## src/rtl/gpio_debounce_pkg.sv

```systemverilog
package gpio_debounce_pkg;

    localparam int UNIT_W = 11;

    typedef enum logic [1:0] {
        FILT_OFF       = 2'b00,
        FILT_KEEP_LOW  = 2'b01,
        FILT_KEEP_HIGH = 2'b10,
        FILT_REMOVE    = 2'b11
    } filt_mode_e;

    function automatic logic [UNIT_W-1:0] unit_ticks(input logic coarse, input logic fine);
        case ({coarse, fine})
            2'b00:   unit_ticks = UNIT_W'(2);
            2'b01:   unit_ticks = UNIT_W'(8);
            2'b10:   unit_ticks = UNIT_W'(512);
            default: unit_ticks = UNIT_W'(2048);
        endcase
    endfunction

endpackage

```

## src/rtl/gdb_sync.sv

```systemverilog
module gdb_sync #(
    parameter int STAGES = 2
) (
    input  logic clk,
    input  logic din,
    output logic dout
);
    logic [STAGES-1:0] chain_d, chain_q;

    generate
        if (STAGES == 1) begin : g_one
            always_comb chain_d = din;
        end else begin : g_many
            always_comb chain_d = {chain_q[STAGES-2:0], din};
        end
    endgenerate

    always_ff @(posedge clk) begin
        chain_q <= chain_d;
    end

    assign dout = chain_q[STAGES-1];
endmodule

```

## src/rtl/gdb_unit_timer.sv

```systemverilog
module gdb_unit_timer
    import gpio_debounce_pkg::*;
(
    input  logic clk,
    input  logic rst,
    input  logic clr,
    input  logic tick,
    input  logic sel_coarse,
    input  logic sel_fine,
    output logic unit_done
);
    logic [UNIT_W-1:0] len;
    logic [UNIT_W-1:0] ucnt_d, ucnt_q;
    logic              wrap;
    logic              live_q;

    always_comb begin
        len       = unit_ticks(sel_coarse, sel_fine);
        wrap      = (ucnt_q >= len - UNIT_W'(1));
        unit_done = !clr && tick && wrap;
        ucnt_d    = ucnt_q;
        if (clr) begin
            ucnt_d = '0;
        end else if (tick) begin
            ucnt_d = wrap ? '0 : ucnt_q + UNIT_W'(1);
        end
    end

    always_ff @(posedge clk) begin
        if (rst) begin
            ucnt_q <= '0;
            live_q <= 1'b0;
        end else begin
            ucnt_q <= ucnt_d;
            live_q <= 1'b1;
        end
    end

    // the unit counter only steps by one or returns to zero
    p_unit_step_r5: assert property (@(posedge clk) disable iff (rst)
        live_q && (ucnt_q != $past(ucnt_q)) |-> (ucnt_q == '0) || (ucnt_q == $past(ucnt_q) + UNIT_W'(1)));

    // without a tick the unit counter can only be cleared
    p_no_tick_hold_r5: assert property (@(posedge clk) disable iff (rst)
        live_q && $past(!tick) |-> (ucnt_q == $past(ucnt_q)) || (ucnt_q == '0));
endmodule

```

## src/rtl/gdb_filter.sv

```systemverilog
module gdb_filter
    import gpio_debounce_pkg::*;
#(
    parameter int CNT_W = 4
) (
    input  logic             clk,
    input  logic             rst,
    input  logic             s,
    input  logic [1:0]       mode,
    input  logic [CNT_W-1:0] count,
    input  logic             unit_done,
    output logic             pending,
    output logic             out
);
    typedef struct packed {
        logic             lvl;
        logic [CNT_W-1:0] pcnt;
    } filt_state_t;

    filt_state_t st_d, st_q;
    logic        live_q;
    logic        filt_on, mismatch, fast;

    always_comb begin
        filt_on  = (filt_mode_e'(mode) != FILT_OFF) && (count != '0);
        mismatch = (s != st_q.lvl);
        fast     = ((filt_mode_e'(mode) == FILT_KEEP_LOW)  && !s) ||
                   ((filt_mode_e'(mode) == FILT_KEEP_HIGH) &&  s);
        pending  = filt_on && mismatch && !fast;
        st_d     = st_q;
        if (!filt_on || !mismatch || fast) begin
            st_d.lvl  = s;
            st_d.pcnt = '0;
        end else if (unit_done) begin
            if (st_q.pcnt >= count - CNT_W'(1)) begin
                st_d.lvl  = s;
                st_d.pcnt = '0;
            end else begin
                st_d.pcnt = st_q.pcnt + CNT_W'(1);
            end
        end
    end

    always_ff @(posedge clk) begin
        if (rst) begin
            st_q.lvl  <= s;
            st_q.pcnt <= '0;
            live_q    <= 1'b0;
        end else begin
            st_q   <= st_d;
            live_q <= 1'b1;
        end
    end

    assign out = st_q.lvl;

    p_follow_sync_r10: assert property (@(posedge clk) disable iff (rst)
        live_q && (st_q.lvl != $past(st_q.lvl)) |-> st_q.lvl == $past(s));

    p_off_pass_r2: assert property (@(posedge clk) disable iff (rst)
        live_q && $past(mode == 2'b00) |-> st_q.lvl == $past(s));

    p_zero_pass_r8: assert property (@(posedge clk) disable iff (rst)
        live_q && $past(count == '0) |-> st_q.lvl == $past(s));

    p_hold_no_unit_r3: assert property (@(posedge clk) disable iff (rst)
        live_q && $past(mode == 2'b11 && count != '0 && !unit_done) |-> st_q.lvl == $past(st_q.lvl));

    p_keep_low_fast_r6: assert property (@(posedge clk) disable iff (rst)
        live_q && $past(mode == 2'b01 && count != '0 && !s) |-> !st_q.lvl);

    p_keep_high_fast_r7: assert property (@(posedge clk) disable iff (rst)
        live_q && $past(mode == 2'b10 && count != '0 && s) |-> st_q.lvl);

    p_restart_r4: assert property (@(posedge clk) disable iff (rst)
        live_q && $past(!pending) |-> st_q.pcnt == '0);
endmodule

```

## src/rtl/gpio_debounce.sv

```systemverilog
module gpio_debounce
    import gpio_debounce_pkg::*;
#(
    parameter int CNT_W       = 4,
    parameter int SYNC_STAGES = 2
) (
    input  logic             clk,
    input  logic             rst,
    input  logic             pin_raw,
    input  logic             rtc_tick,
    input  logic [CNT_W-1:0] cfg_count,
    input  logic             cfg_unit_fine,
    input  logic             cfg_unit_coarse,
    input  logic [1:0]       cfg_mode,
    output logic             pin_filtered
);
    logic pin_s;
    logic pending;
    logic unit_done;

    gdb_sync #(.STAGES(SYNC_STAGES)) u_sync (
        .clk  (clk),
        .din  (pin_raw),
        .dout (pin_s)
    );

    gdb_unit_timer u_unit (
        .clk        (clk),
        .rst        (rst),
        .clr        (!pending),
        .tick       (rtc_tick),
        .sel_coarse (cfg_unit_coarse),
        .sel_fine   (cfg_unit_fine),
        .unit_done  (unit_done)
    );

    gdb_filter #(.CNT_W(CNT_W)) u_filt (
        .clk       (clk),
        .rst       (rst),
        .s         (pin_s),
        .mode      (cfg_mode),
        .count     (cfg_count),
        .unit_done (unit_done),
        .pending   (pending),
        .out       (pin_filtered)
    );
endmodule

```

## config.mk

```make
export PLATFORM = sky130hd
export DESIGN_NAME = gpio_debounce
export DESIGN_NICKNAME = d
export VERILOG_FILES = /design/src/rtl/gpio_debounce_pkg.sv /design/src/rtl/gdb_sync.sv /design/src/rtl/gdb_unit_timer.sv /design/src/rtl/gdb_filter.sv /design/src/rtl/gpio_debounce.sv
export SDC_FILE = /design/constraint.sdc
export NUM_CORES = 1
export LEC_CHECK = 0
export BUFFER_PORTS_ARGS = -buffer_cell sky130_fd_sc_hd__buf_2
export CORE_MARGIN = 2
export CORE_UTILIZATION = 39
export DETAILED_ROUTE_END_ITERATION = 16
export MAX_ROUTING_LAYER = met4
export PLACE_DENSITY_LB_ADDON = 0.15
export SLEW_MARGIN = 25
export SYNTH_ARGS = -nofsm -noshare
export SYNTH_HDL_FRONTEND = slang
export SYNTH_SLANG_ARGS = --single-unit
```

## constraint.sdc

```tcl
create_clock -name clk -period 2.69 [get_ports clk]
set_input_delay 0.4035 -clock clk [delete_from_list [all_inputs] [get_ports clk]]
set_output_delay 0.4035 -clock clk [all_outputs]
set_load 0.05 [all_outputs]
```

# Word-level counts from Yosys, hierarchy flattened
# Cells that the tools add are included.
[totals] ff_bits=18 latchBits=0 mem_bits_rw=0 romBits=0 inputBits=12 out_inout_bits=1 word_cells=45 memories=0
[op_classes] n_addsub=4 n_mul=0 div_mod_pow=0 n_lt_le_gt_ge=2 n_eq_ne=5 n_shift=0 n_mux=7 bitwise_logic=1 reduce_logical=22
[op_table] operator="10-bit case mux with 3 select lines" n=1
[op_table] operator="5-bit 2-to-1 mux" n=3
[op_table] operator="11-bit by 1-bit adder with 11-bit output (second input constant)" n=1
[op_table] operator="11-bit greater-or-equal comparator" n=1
[op_table] operator="11-bit 2-to-1 mux" n=1
[op_table] operator="10-bit by 1-bit subtractor with 11-bit output (second input constant)" n=1
[op_table] operator="1-bit logical AND" n=7
[op_table] operator="3-bit nonzero test" n=2
[op_table] operator="4-bit by 1-bit adder with 4-bit output (second input constant)" n=1
[op_table] operator="2-bit by 1-bit == test with 1-bit output (second input constant)" n=2
[op_table] operator="2-bit == test (second input constant)" n=2
[op_table] operator="4-bit greater-or-equal comparator" n=1
[op_table] operator="1-bit logical NOT" n=4
[op_table] operator="4-bit 2-to-1 mux" n=1
[op_table] operator="4-bit nonzero test" n=1
[op_table] operator="2-bit OR reduction" n=2
[op_table] operator="4-bit by 1-bit subtractor with 4-bit output (second input constant)" n=1
[op_table] operator="1-bit logical OR" n=3
[op_table] operator="2-bit logical NOT" n=1
[op_table] operator="2-bit AND reduction" n=1
[op_table] operator="2-bit nonzero test" n=1
[op_table] operator="1-bit 2-to-1 mux" n=1
[op_table] operator="1-bit != test" n=1
[op_table] operator="1-bit NOT" n=1

# Logic depth before layout (Yosys ltp)
[depth] ltp_word=10 ltp_mapped=12

# Hierarchy
# From an unflattened synthesis, not the netlist that was laid out.
[hier_totals] hier_cells=142 area_unflattened_um2=1332.5
[by_module_without_submodules] mod="gdb_unit_timer" instances=1 cells_per_inst=98 area_per_inst_um2=875.8
[by_module_without_submodules] mod="gdb_filter" instances=1 cells_per_inst=41 area_per_inst_um2=412.9
[by_module_without_submodules] mod="gdb_sync" instances=1 cells_per_inst=2 area_per_inst_um2=40.0
[by_module_without_submodules] mod="gpio_debounce" instances=1 cells_per_inst=1 area_per_inst_um2=3.8

# Least setup slack after synthesis
# No wires, ideal clock.
[synth_timing] path_type="input -> register" start="input cfg_unit_coarse" end="register u_filt.st_q (netlist bit u_filt.out) (data pin)" t_arrival_ns=2.347 setup_slack_ns=0.087 path_stages=11 n_path_buf=0 path_cell_list="nor2_1 -> inv_1 -> ha_1 -> inv_1 -> ha_1 -> a41o_1 -> a21oi_2 -> o22ai_2 -> or2_0 -> a211o_1 -> and2_2"
[synth_rtl] element="from (decl)" line_no="gpio_debounce.sv:13" rtl="input logic cfg_unit_coarse,"
[synth_rtl] element="to (signal assigned)" line_no="gdb_filter.sv:50" rtl="st_q <= st_d;"
[synth_rtl] element="to (decl)" line_no="gdb_filter.sv:20" rtl="filt_state_t st_d, st_q;"

==> flow_summary.yaml <==
status:
  status: "completed"
finish:
  nets: 182
  drive_gt1_share_pct: 25.2
  antenna_cells: 0
  syn_to_final_growth_pct: 14.7
  final_cell_mix: "18 x ha_1, 17 x dfxtp_1, 12 x nor2_1, 12 x buf_2"
  nFillCells: 307
  mostFrequentLayoutCell: "ha_1"
  fin_cells: 184
sta:
  grt_setup_unrepaired: "no"
  min_period_over_period_pct: 91.4
  hold_viol: 0
  slew_headroom_pct: 80.9
  final-max-slew-violation-count: 0
  fin_crit_ps: 2460
  setup_viol: 0
  max_freq_ghz: 0.407
  tightest_slew_ps: 283
  fin_skew_ps: 10.8
grt:
  overflow: 0
  grt_pass1_vias: 932
  grt_pass1_wl_mm: 3.81
  grt_usage_pct: 14.9
  antenna_found_initial: 0
  grt_max_degree: 12
critical_path:
  critPathMaxStageDelay_ps: 310
  crit_type: "input pin to flop"
  r2r-end: "u_filt.out$_DFFE_PP_"
  path_max_fanout: 5
  cp_slowest_cell: "a211o_1"
  required_ps: 2750
  rrSetupSlack_ps: 550
  path_cells: "buf_2, nor2_1, inv_1, ha_1, inv_1, ha_1, a41o_1, a21oi_2, o22ai_2, or2_0, a211o_1, and2_2"
  r2r-start: "u_unit.ucnt_q[6]$_SDFFE_PP0P_"
  worstSetupEndpointType: "flop"
  r2r_cells: 7
  critPathLaunchType: "input pin"
  arrival_ps: 2520
job:
  maxCapViolations: 0
routing:
  wl_per_cell_um: 11.8
  wl_mm: 2.17
  antenna_left: 0
  drtIter0Drc: 35
  via_per_inst: 5.16
  drc: 0
  via_count: 949
  dr.pass1.iters: 4
synth:
  syn_inst: 130
  yosysUniqueCellTypes: 34
  syn_avg_cell_area_um2: 9.19
  netlist_area_um2: 1190
  synth-seq-cells: 18
  ys_seq_area_share_pct: 31.0
  syn_nets: 160
  yosysWarnings: 0
clocking:
  post_cts_buffers: 0
  clk_pin_slew_ps: 100
  clockRootBuffer: "clkbuf_4"
  clkSinkCount: 18
  numCtsBuffers: 3
  htree_levels: 1
  max-clock-path-buffers: 2
  clk_latency_ps: 300
  cts_hold_buf: 0
  cts_tree: "done"
  cts_resized: 0
min_path:
  worstHoldStart: "pin_raw"
  worstHoldEndpoint: "u_sync.chain_q[0]$_DFF_P_"
  holdPathStages: 1
  hold_path_class: "input pin to flop"
die:
  rows: 20
  core-area_um2: 2980
  die_area_um2: 3520
  die_x_um: 59.4
  start_util_pct: 40.1
  die_h_um: 59.4
  pin_count: 13
placed_design:
  portBuffers: 12
  hpwl_mm: 1.81
  routabilityCongestion: 0.859
  place_inst: 180
power_and_ir_drop:
  ir_worst_vdd_mv: 0.152
  report.power.total_uw: 519
  power.leakage_uw: 0.000603
  power.density_nw_per_um2: 379
-- cell type report --
| cell class | instances | area, um^2 | share of cell area (%) |
|---|---|---|---|
| inverters | 8 | 30.0 | 2.19 |
| well taps | 33 | 41.3 | 3.01 |
| multi-input cells | 102 | 779 | 56.9 |
| flip-flops and latches | 18 | 370 | 27.0 |
| repair buffers | 19 | 113 | 8.22 |
| clock buffers | 4 | 36.3 | 2.65 |
-- power by group --
part	internal (uW)	leakage, uW	total [uW]	switching [uW]
logic	31.8	0.000434	73.7	41.8
clock network	82.5	0.0000210	170	87.6
registers	273	0.000148	275	2.15
-- synth_stat cells (all sizes together) --
cell type / n / area share [%]
and3: 3 / 1.6
a41o: 1 / 0.84
nor3: 2 / 0.84
xor2: 8 / 5.9
mux2i: 2 / 1.7
inv: 8 / 2.5
nand3: 1 / 0.42
a21oi: 4 / 2.0
and3b: 2 / 1.5
xnor2: 7 / 5.1
o22ai: 1 / 1.0
nand2b: 2 / 1.0
and2: 1 / 0.63
a21o: 1 / 0.63
o21a: 1 / 0.63
nor2: 22 / 9.0
o21ai: 4 / 1.7
dfxtp: 17 / 28
nand2: 10 / 3.1
o32ai: 1 / 0.73
nand4: 5 / 3.1
a211o: 1 / 0.73
a311o: 1 / 0.84
clkbuf: 1 / 0.31
buf: 1 / 0.94
a211oi: 2 / 2.3
ha: 18 / 19
edfxtp: 1 / 2.5
or2: 2 / 1.0
-- critical path, delay by kind of cell --
family / cells / cell delay [ps]
adder cells (fa/ha/maj): 2 / 480
buffers and inverters: 3 / 310
AND/OR/NAND/NOR: 3 / 540
AO/OA/AOI/OAI: 4 / 770
-- state kept, by name, summed over array words and instances (netlist names) --
signal,cells
u_sync.chain_q,2
u_unit.ucnt_q,11
u_filt.out,1
u_filt.st_q,4
-- how the worst max path moves through the flow --
stage / startpoint / slack, ps / to / cells past startpoint
finish: cfg_unit_coarse / 230 / u_filt.out$_DFFE_PP_ / 12
global route: cfg_unit_coarse / 80 / u_filt.out$_DFFE_PP_ / 12
CTS: cfg_unit_coarse / 210 / u_filt.out$_DFFE_PP_ / 12
detailed placement: cfg_unit_coarse / -100 / u_filt.out$_DFFE_PP_ / 12
global placement: cfg_unit_coarse / -20 / u_filt.out$_DFFE_PP_ / 12
floorplan: cfg_unit_coarse / 90 / u_filt.out$_DFFE_PP_ / 11
-- stage by stage --
stage | setup TNS (ps) | hold slack [ps] | setup WS, ps | cell area (um^2) | util, %
floorplan | 0 | 310 | 87.2 | 1190 | -
global placement | -16.1 | 310 | -16.1 | 1330 | 44.8
detailed placement | -554 | 313 | -100 | 1330 | 44.8
CTS | 0 | 203 | 208 | 1370 | 46.0
global route | 0 | 193 | 79.0 | 1370 | 46.0
finish | 0 | 207 | 231 | 1370 | 46.0
-- cell families (layout without fill, tap and decap cells) --
logic type / after synthesis / in the layout / synth area share, %
XOR/XNOR: 15 / 15 / 11.0
flip-flops: 18 / 18 / 31.0
AO/OA/AOI/OAI: 17 / 17 / 11.4
AND/OR/NAND/NOR: 50 / 50 / 22.3
buffers and inverters: 10 / 31 / 3.77
adder cells (fa/ha/maj): 18 / 18 / 18.8
multiplexers: 2 / 2 / 1.68
-- per-layer routing --
layer | global-route usage [%] | wire (um) | share of wire, %
met5 | - | 0 | 0
met4 | 7.14 | 55 | 2.5
met3 | 1.97 | 48 | 2.2
met2 | 26.5 | 1090 | 50
met1 | 16.0 | 980 | 45
(Power assumes the default switching activity.)
